[src/rtl/panel_pkg.sv]
package panel_pkg;

    typedef enum logic [1:0] {
        PS_HALTED = 2'd0,
        PS_RESET  = 2'd1,
        PS_RUN    = 2'd2,
        PS_STEP   = 2'd3
    } pstate_e;

    typedef struct packed {
        logic start;
        logic cont;
    } press_t;

    localparam int unsigned NUM_KEYS = 2;

    // select the strobe that marks a legal stopping point
    function automatic logic stop_point(input logic cycle_gran,
                                        input logic ibound,
                                        input logic cyc);
        return cycle_gran ? cyc : ibound;
    endfunction

    function automatic logic enables_core(input pstate_e s);
        return (s == PS_RUN) || (s == PS_STEP);
    endfunction

endpackage

[src/rtl/panel_edge.sv]
module panel_edge #(
    parameter int unsigned N = 2
) (
    input  logic         clk,
    input  logic         rst,
    input  logic [N-1:0] lvl,
    output logic [N-1:0] rise
);
    logic [N-1:0] prev_q;

    for (genvar i = 0; i < N; i++) begin : g_key
        always_ff @(posedge clk) begin
            if (rst) prev_q[i] <= 1'b0;
            else     prev_q[i] <= lvl[i];
        end
        assign rise[i] = lvl[i] & ~prev_q[i];
    end
endmodule

[src/rtl/panel_rst_timer.sv]
module panel_rst_timer #(
    parameter int unsigned RST_CYCLES = 4
) (
    input  logic clk,
    input  logic rst,
    input  logic load,
    output logic busy,
    output logic last
);
    localparam int unsigned CW = $clog2(RST_CYCLES + 1);

    logic [CW-1:0] cnt_q;

    always_ff @(posedge clk) begin
        if (rst)                 cnt_q <= '0;
        else if (load)           cnt_q <= CW'(RST_CYCLES);
        else if (cnt_q != '0)    cnt_q <= cnt_q - CW'(1);
    end

    assign busy = (cnt_q != '0);
    assign last = (cnt_q == CW'(1));
endmodule

[src/rtl/panel_seq.sv]
module panel_seq
    import panel_pkg::*;
(
    input  logic   clk,
    input  logic   rst,
    input  press_t press,
    input  logic   halt,
    input  logic   cycle_gran,
    input  logic   ibound,
    input  logic   cyc,
    input  logic   rst_last,
    output logic   load_rst,
    output logic   core_en,
    output logic   mmu_pulse
);
    pstate_e state_q, state_d;
    logic    go_q, go_d;
    logic    mmu_q;
    logic    at_stop;

    assign at_stop  = stop_point(cycle_gran, ibound, cyc);
    assign load_rst = press.start;

    always_comb begin
        state_d = state_q;
        go_d    = go_q;
        if (press.start) begin
            state_d = PS_RESET;
            go_d    = ~halt;
        end else begin
            unique case (state_q)
                PS_HALTED: if (press.cont) state_d = halt ? PS_STEP : PS_RUN;
                PS_RESET:  if (rst_last)   state_d = go_q ? PS_RUN : PS_HALTED;
                PS_RUN:    if (halt && at_stop) state_d = PS_HALTED;
                PS_STEP:   if (at_stop)    state_d = PS_HALTED;
                default:   state_d = PS_HALTED;
            endcase
        end
    end

    always_ff @(posedge clk) begin
        if (rst) begin
            state_q <= PS_HALTED;
            go_q    <= 1'b0;
            mmu_q   <= 1'b0;
        end else begin
            state_q <= state_d;
            go_q    <= go_d;
            mmu_q   <= press.start;
        end
    end

    assign core_en   = enables_core(state_q);
    assign mmu_pulse = mmu_q;
endmodule

[src/rtl/panel_runctl.sv]
module panel_runctl
    import panel_pkg::*;
#(
    parameter int unsigned RST_CYCLES = 4
) (
    input  logic clk,
    input  logic rst,
    input  logic sw_halt,
    input  logic sw_step_cycle,
    input  logic sw_start,
    input  logic sw_cont,
    input  logic core_ibound,
    input  logic core_cyc,
    output logic cyc_en,
    output logic bus_rst,
    output logic mmu_clr,
    output logic running
);
    logic [NUM_KEYS-1:0] key_rise;
    press_t              press;
    logic                load_rst, rst_busy, rst_last, core_en;

    panel_edge #(.N(NUM_KEYS)) u_edge (
        .clk (clk),
        .rst (rst),
        .lvl ({sw_start, sw_cont}),
        .rise(key_rise)
    );

    assign press = press_t'(key_rise);

    panel_rst_timer #(.RST_CYCLES(RST_CYCLES)) u_timer (
        .clk (clk),
        .rst (rst),
        .load(load_rst),
        .busy(rst_busy),
        .last(rst_last)
    );

    panel_seq u_seq (
        .clk       (clk),
        .rst       (rst),
        .press     (press),
        .halt      (sw_halt),
        .cycle_gran(sw_step_cycle),
        .ibound    (core_ibound),
        .cyc       (core_cyc),
        .rst_last  (rst_last),
        .load_rst  (load_rst),
        .core_en   (core_en),
        .mmu_pulse (mmu_clr)
    );

    assign cyc_en  = core_en;
    assign bus_rst = rst_busy;
    assign running = core_en;
endmodule

[config.mk]
export PLATFORM = sky130hd
export DESIGN_NAME = panel_runctl
export DESIGN_NICKNAME = d
export VERILOG_FILES = /design/src/rtl/panel_pkg.sv /design/src/rtl/panel_edge.sv /design/src/rtl/panel_rst_timer.sv /design/src/rtl/panel_seq.sv /design/src/rtl/panel_runctl.sv
export SDC_FILE = /design/constraint.sdc
export NUM_CORES = 1
export LEC_CHECK = 0
export BUFFER_PORTS_ARGS = -buffer_cell sky130_fd_sc_hd__buf_2
export CORE_AREA = 2 2 39 41
export DETAILED_ROUTE_END_ITERATION = 8
export DIE_AREA = 0 0 41 43
export HOLD_SLACK_MARGIN = 0.1
export PLACE_DENSITY_LB_ADDON = 0.12
export SETUP_SLACK_MARGIN = 0.1
export SLEW_MARGIN = 20
export SYNTH_ARGS = -nofsm -noshare
export SYNTH_HDL_FRONTEND = slang
export SYNTH_SLANG_ARGS = --single-unit
export TNS_END_PERCENT = 30
[constraint.sdc]
create_clock -name clk -period 4.3 [get_ports clk]
set_clock_uncertainty 0.2 [all_clocks]
set_input_delay 1.29 -clock clk [delete_from_list [all_inputs] [get_ports clk]]
set_output_delay 1.29 -clock clk [all_outputs]
set_load 0.02 [all_outputs]
==> impl_metrics.csv, run 1 <==
group,metric,value,unit
status,status,"completed",
yosys,flop_and_latch_count_out_of_synthesis,9,
routing,detailedRoute.firstPassIterationCount,2,
clocking,post-cts-setup-buffers,0,
yosys,post-synth-top-area-fraction,0.409,
yosys,netlist_area,440,um2
yosys,netlist_instances,47,
die,floorplan.initialDensity,0.318,
critical_path,arrival,1.25,ns
timing,finalCriticalPeriod,2.74,ns
grt,gr-total-overflow,0,
clocking,cts_tree,"built",
routing,drc,0,
critical_path,cp_data_required_time,2.81,ns
timing,slew_viol_final,0,
die,die_h,43,um
pwr,swShare,0.327,
min_path,worstHoldPathType,"reg2reg",
yosys,seq_area_frac_synth,0.409,
run,max-cap-violations,0,
yosys,synth_warnings,0,
yosys,postSynth.topFlopCell,"sky130_fd_sc_hd__dfxtp_1",
placement,hpwl,547,um
critical_path,critPathTopFamily,"flip-flops",
timing,slew_headroom,0.647,
pwr,p_int,0.159,mW
routing,routedWlPerCell,10.4,um
routing,drt-initial-drc-count,6,
die,die_area,1760,um2
clocking,clk_latency,0.26,ns
grt,wire_length_of_the_first_global_routing_pass,1270,um
timing,rsz0062_at_grt,"no",
routing,via_per_inst,4.81,
yosys,synth_area_leaders,"sky130_fd_sc_hd__dfxtp_1 41%, sky130_fd_sc_hd__ha_1 8.5%, sky130_fd_sc_hd__nor2b_1 5.7%, sky130_fd_sc_hd__nand2b_1 4.3%, sky130_fd_sc_hd__a2111oi_0 4.0%",
clocking,post_cts.resized_instances,0,
critical_path,critPathCaptureType,"primary output",
clocking,htree_levels,1,
placement,place.gp.congestion,0.597,
routing,finalWirelength,782,um
finish,post_route_cells_drive_above_1_share,0.254,
yosys,synth_nets,58,
routing,ant_nets,0,
clocking,cts_max_path_buffers,2,
finish,total_nets_final,71,
grt,grt_pass1_vias,311,
grt,grt_start_max_net_pins,10,
clocking,numClockSinks,9,
die,row_count,14,
yosys,number_of_different_library_cells_in_the_post_synthesis_netlist,22,
yosys,synth_enable_flop_cells,0,
placement,placement.cell_area,493,um2
clocking,clockRootBuffer,"sky130_fd_sc_hd__clkbuf_4",
critical_path,timing.critical_path.fanout_max,4,
pwr,power.combinational.fraction,0.281,
placement,port_buffers,11,
critical_path,cp_cell_sequence,"inv_1 > ha_1 > nand2b_1 > buf_2",
pwr,p_seq_frac,0.435,
pwr,leakagePower,0.226,nW
timing,setup_viol_count_final,0,
clocking,ctsHoldBuffers,0,
timing,period_share,0.637,
pwr,power_per_cell_area,454,nW/um2
yosys,synthArstFlopShare,0,
critical_path,worst-setup-path-type,"reg2out",
critical_path,critical_path.startpoint_type,"register",
pwr,power.clock.fraction,0.283,
finish,final_util,0.375,
timing,max_slew.worst_pin.slew,0.529,ns
placement,placed_instance_count,71,
finish,layout_overhead_on_the_synthesized_area,17.9,%
pwr,peakVddDrop,165,uV
clocking,cts.clk_slew.worst_paths,0.06,ns
die,die-width,41,um
critical_path,critical_path.max_stage_delay,0.37,ns
timing,achievable_frequency,365,MHz
critical_path,path_buf_inv,2,
placement,pre_cts_ws,1.79,ns
timing,final.setup.worst_slack,1.56,ns
routing,dr_total_vias,361,
timing,totalNegativeSetupSlack,0,ns
finish,area_of_all_placed_cells_without_fillers,519,um2
clocking,cts_buffers,3,
die,top_level_ports,12,
grt,antenna_found_initial,0,
yosys,cell_taking_the_most_area_after_synthesis,"sky130_fd_sc_hd__dfxtp_1",
pwr,total_power,0.236,mW
finish,post_route_non_filler_standard_cell_count,75,
yosys,postSynthAreaPerCell,9.37,um2
timing,hold_ws,0.213,ns
grt,global_router_s_overall_resource_usage,0.117,
finish,insertedDiodeCount,0,
critical_path,slowest_stage,"sky130_fd_sc_hd__dfxtp_1",
die,core_region_area,1380,um2
timing,hold_violations,0,
pwr,p_switching,0.0771,mW
-- synthesized netlist by cell type (all sizes together) (2+ instances only) --
master   number
a211oi        2
a2111oi       2
dfxtp         9
nand2b        3
a21oi         3
nor3          2
inv           4
nor2          3
nor2b         4
ha            3
-- metal layers --
| layer | part of all wire | GRT usage | vias up | wire length (um) |
|---|---|---|---|---|
| met5 | 0 | 0 | - | 0 |
| met4 | 0.038 | 0.120 | 0 | 30 |
| met3 | 0.066 | 0.0471 | 4 | 52 |
| met2 | 0.43 | 0.141 | 10 | 333 |
| met1 | 0.47 | 0.144 | 156 | 365 |
| li1 | - | - | 191 | - |
-- registers in the layout, indices dropped and copies added (netlist names) --
register,flops
u_seq.state_q,2
u_timer.cnt_q,3
u_seq.go_q,1
u_edge.prev_q,2
u_seq.mmu_pulse,1
-- area by class of cell --
class                      instances  area (um2)
tap                               16        20.0
inverter                           4        15.0
multi-input combinational         31         223
fill                             150         865
sequential                         9         180
clock buffer                       4        26.3
timing repair buffer              11        55.1
-- placed cells by master, fill, tap and decap left out --
master	instances
sky130_fd_sc_hd__a31oi_1	1
sky130_fd_sc_hd__clkbuf_4	3
sky130_fd_sc_hd__a211oi_1	2
sky130_fd_sc_hd__nand2_1	1
sky130_fd_sc_hd__a2111oi_0	2
sky130_fd_sc_hd__ha_1	3
sky130_fd_sc_hd__or3b_1	1
sky130_fd_sc_hd__nor2b_1	4
sky130_fd_sc_hd__nor3b_1	1
sky130_fd_sc_hd__a21oi_1	3
sky130_fd_sc_hd__xnor2_1	1
sky130_fd_sc_hd__a22oi_2	1
sky130_fd_sc_hd__inv_1	4
sky130_fd_sc_hd__a311oi_1	1
sky130_fd_sc_hd__nand2b_1	3
sky130_fd_sc_hd__nor3_1	2
sky130_fd_sc_hd__dfxtp_1	9
sky130_fd_sc_hd__nor2_1	3
sky130_fd_sc_hd__mux2i_1	1
sky130_fd_sc_hd__or3_1	1
sky130_fd_sc_hd__buf_2	11
sky130_fd_sc_hd__clkbuf_1	1
-- kinds of logic after synthesis --
| group | count (synthesis) | synth area share |
|---|---|---|
| xor+xnor | 1 | 0.0199 |
| fa+ha+maj | 3 | 0.0852 |
| compound gates | 10 | 0.170 |
| flops | 9 | 0.409 |
| mux | 1 | 0.0227 |
| simple gates | 16 | 0.207 |
| buf+inv | 7 | 0.0852 |
-- path summary, 6_finish.rpt --
path,from,end,slack [ns],cells after the start
worst max-delay path,u_timer.cnt_q[0],bus_rst,1.56,4
worst min-delay path,u_edge.prev_q[1],u_seq.mmu_pulse,0.21,1
worst max register to register,u_seq.state_q[1],u_seq.state_q[0],2.73,4
worst min register to register,u_edge.prev_q[1],u_seq.mmu_pulse,0.21,1
-- power by group through the flow --
| stage | registers (mW) | logic, mW | clock network, mW |
|---|---|---|---|
| floorplan | 0.103 | 0.0530 | 0 |
| global placement | 0.105 | 0.0682 | 0 |
| detailed placement | 0.105 | 0.0667 | 0 |
| CTS | 0.103 | 0.0671 | 0.0720 |
| global route | 0.105 | 0.0754 | 0.0765 |
| finish | 0.103 | 0.0664 | 0.0668 |
Power figures use the tool's default switching activity.
==> run 2, diff against run 1 <==
==> constraint.sdc (replaced) <==
create_clock -name clk -period 2.65 [get_ports clk]
set_clock_uncertainty 0.2 [all_clocks]
set_input_delay 0.795 -clock clk [delete_from_list [all_inputs] [get_ports clk]]
set_output_delay 0.795 -clock clk [all_outputs]
set_load 0.02 [all_outputs]
==> impl_metrics.csv, run 2 (synthesized netlist as in run 1, its figures left out) <==
group,metric,value,unit
timing,totalNegativeSetupSlack,0,ns
timing,hold_ws,0.215,ns
routing,finalWirelength,776,um
finish,largestRegisters,"u_timer.cnt_q: 3 flops, u_edge.prev_q: 2 flops, u_seq.state_q: 2 flops",
run,max-cap-violations,0,
placement,placed_instance_count,71,
routing,ant_nets,0,
pwr,leakagePower,0.226,nW
timing,slew_headroom,0.667,
clocking,numClockSinks,9,
grt,gr-total-overflow,0,
min_path,worstHoldPathType,"reg2reg",
placement,port_buffers,11,
placement,placement.cell_area,493,um2
routing,detailedRoute.firstPassIterationCount,3,
min_path,worst_min_delay_path_endpoint,"u_seq.mmu_pulse",
finish,area_of_all_placed_cells_without_fillers,519,um2
status,status,"completed",
critical_path,timing.reg2reg.worst_path_depth,4,
timing,setup_viol_count_final,0,
finish,largest_register_ff_count,3,
die,floorplan.initialDensity,0.318,
grt,wire_length_of_the_first_global_routing_pass,1320,um
die,die_area,1760,um2
grt,antenna_found_initial,0,
pwr,peakVddDrop,271,uV
clocking,ctsHoldBuffers,0,
finish,regMostFlops,"u_timer.cnt_q",
die,die_h,43,um
finish,total_nets_final,71,
clocking,cts_buffers,3,
critical_path,critical_path.startpoint_type,"register",
finish,post_route_non_filler_standard_cell_count,75,
critical_path,arrival,1.25,ns
timing,hold_violations,0,
critical_path,critical_path.reg2reg.startpoint,"u_seq.state_q[1]",
min_path,hold_depth,1,
die,row_count,14,
die,die-width,41,um
clocking,clk_latency,0.26,ns
finish,filler_cell_count,150,
timing,finalCriticalPeriod,2.24,ns
placement,hpwl,554,um
finish,layout.cells.most_common_list,"11 x sky130_fd_sc_hd__buf_2, 9 x sky130_fd_sc_hd__dfxtp_1, 4 x sky130_fd_sc_hd__inv_1, 4 x sky130_fd_sc_hd__nor2b_1",
critical_path,critPathCaptureType,"primary output",
critical_path,timing.critical_path.fanout_max,4,
clocking,cts_max_path_buffers,2,
critical_path,worstReg2RegEnd,"u_seq.state_q[0]",
routing,routedWlPerCell,10.3,um
routing,drt-initial-drc-count,7,
clocking,post-cts-setup-buffers,0,
finish,layout_overhead_on_the_synthesized_area,17.9,%
clocking,clockRootBuffer,"sky130_fd_sc_hd__clkbuf_4",
min_path,timing.hold.worst.start,"u_edge.prev_q[1]",
finish,layout_commonest_cell,"sky130_fd_sc_hd__buf_2",
finish,multi_input_comb_area,223,um2
routing,dr_total_vias,353,
grt,grt_start_max_net_pins,10,
timing,max_slew.worst_pin.slew,0.499,ns
critical_path,worst-setup-path-type,"reg2out",
timing,slew_viol_final,0,
timing,achievable_frequency,446,MHz
timing,rsz0062_at_grt,"no",
die,core_region_area,1380,um2
timing,period_share,0.845,
clocking,post_cts.resized_instances,0,
placement,place.gp.congestion,0.597,
grt,global_router_s_overall_resource_usage,0.120,
clocking,cts.clk_slew.worst_paths,0.06,ns
finish,final_util,0.375,
critical_path,rrSetupSlack,1.08,ns
routing,drc,0,
critical_path,cp_data_required_time,1.66,ns
pwr,power_per_cell_area,738,nW/um2
finish,insertedDiodeCount,0,
clocking,htree_levels,1,
routing,via_per_inst,4.71,
grt,grt_pass1_vias,319,
die,top_level_ports,12,
finish,final-seq-area,180,um2
clocking,cts_tree,"built",
finish,post_route_cells_drive_above_1_share,0.254,
## run 2: cell counts in the layout (fill, tap and decap cells not counted)
No cell type changed its count.
## run 2: final cells by class
type	count	area share
sequential	9	0.347
multi-input combinational	31	0.429
tap	16	0.0386
inverter	4	0.0289
clock buffer	4	0.0506
timing repair buffer	11	0.106
## run 2: power breakdown
group / internal, mW / switching, mW
Sequential: 0.153 / 0.0142
Clock: 0.0582 / 0.0505
Combinational: 0.0467 / 0.0607
Total: 0.258 / 0.125
## run 2: worst max-delay path, stage by stage, from the launching register on
cell and delay [ns]:
sky130_fd_sc_hd__dfxtp_1 0.37, sky130_fd_sc_hd__inv_1 0.08, sky130_fd_sc_hd__ha_1 0.21, sky130_fd_sc_hd__nand2b_1 0.14, sky130_fd_sc_hd__buf_2 0.19
## run 2: worst max path at each step
stage                     start                to  slack [ns]  depth (start not counted)
2_1_floorplan  u_seq.state_q[1]           running        0.36                          2
3_3_place_gp            sw_cont  u_seq.state_q[0]        0.64                          5
3_5_place_dp            sw_cont  u_seq.state_q[0]        0.63                          5
4_1_cts        u_timer.cnt_q[0]           bus_rst        0.39                          4
5_1_grt        u_timer.cnt_q[0]           bus_rst        0.28                          4
6_report       u_timer.cnt_q[0]           bus_rst        0.41                          4
## run 2: metrics by stage
step           setup WS (ns)  total power [mW]
2_1_floorplan          0.357             0.254
3_3_place_gp           0.637             0.281
3_5_place_dp           0.633             0.278
4_1_cts                0.388             0.393
5_1_grt                0.281             0.418
6_report               0.410             0.383
## run 2: metal layers
layer	vias to the layer above	part of all wire	track usage
met4	0	0.039	0.120
met3	4	0.068	0.0524
li1	189	-	-
met1	150	0.48	0.147
met2	10	0.41	0.144
met5	-	0	0
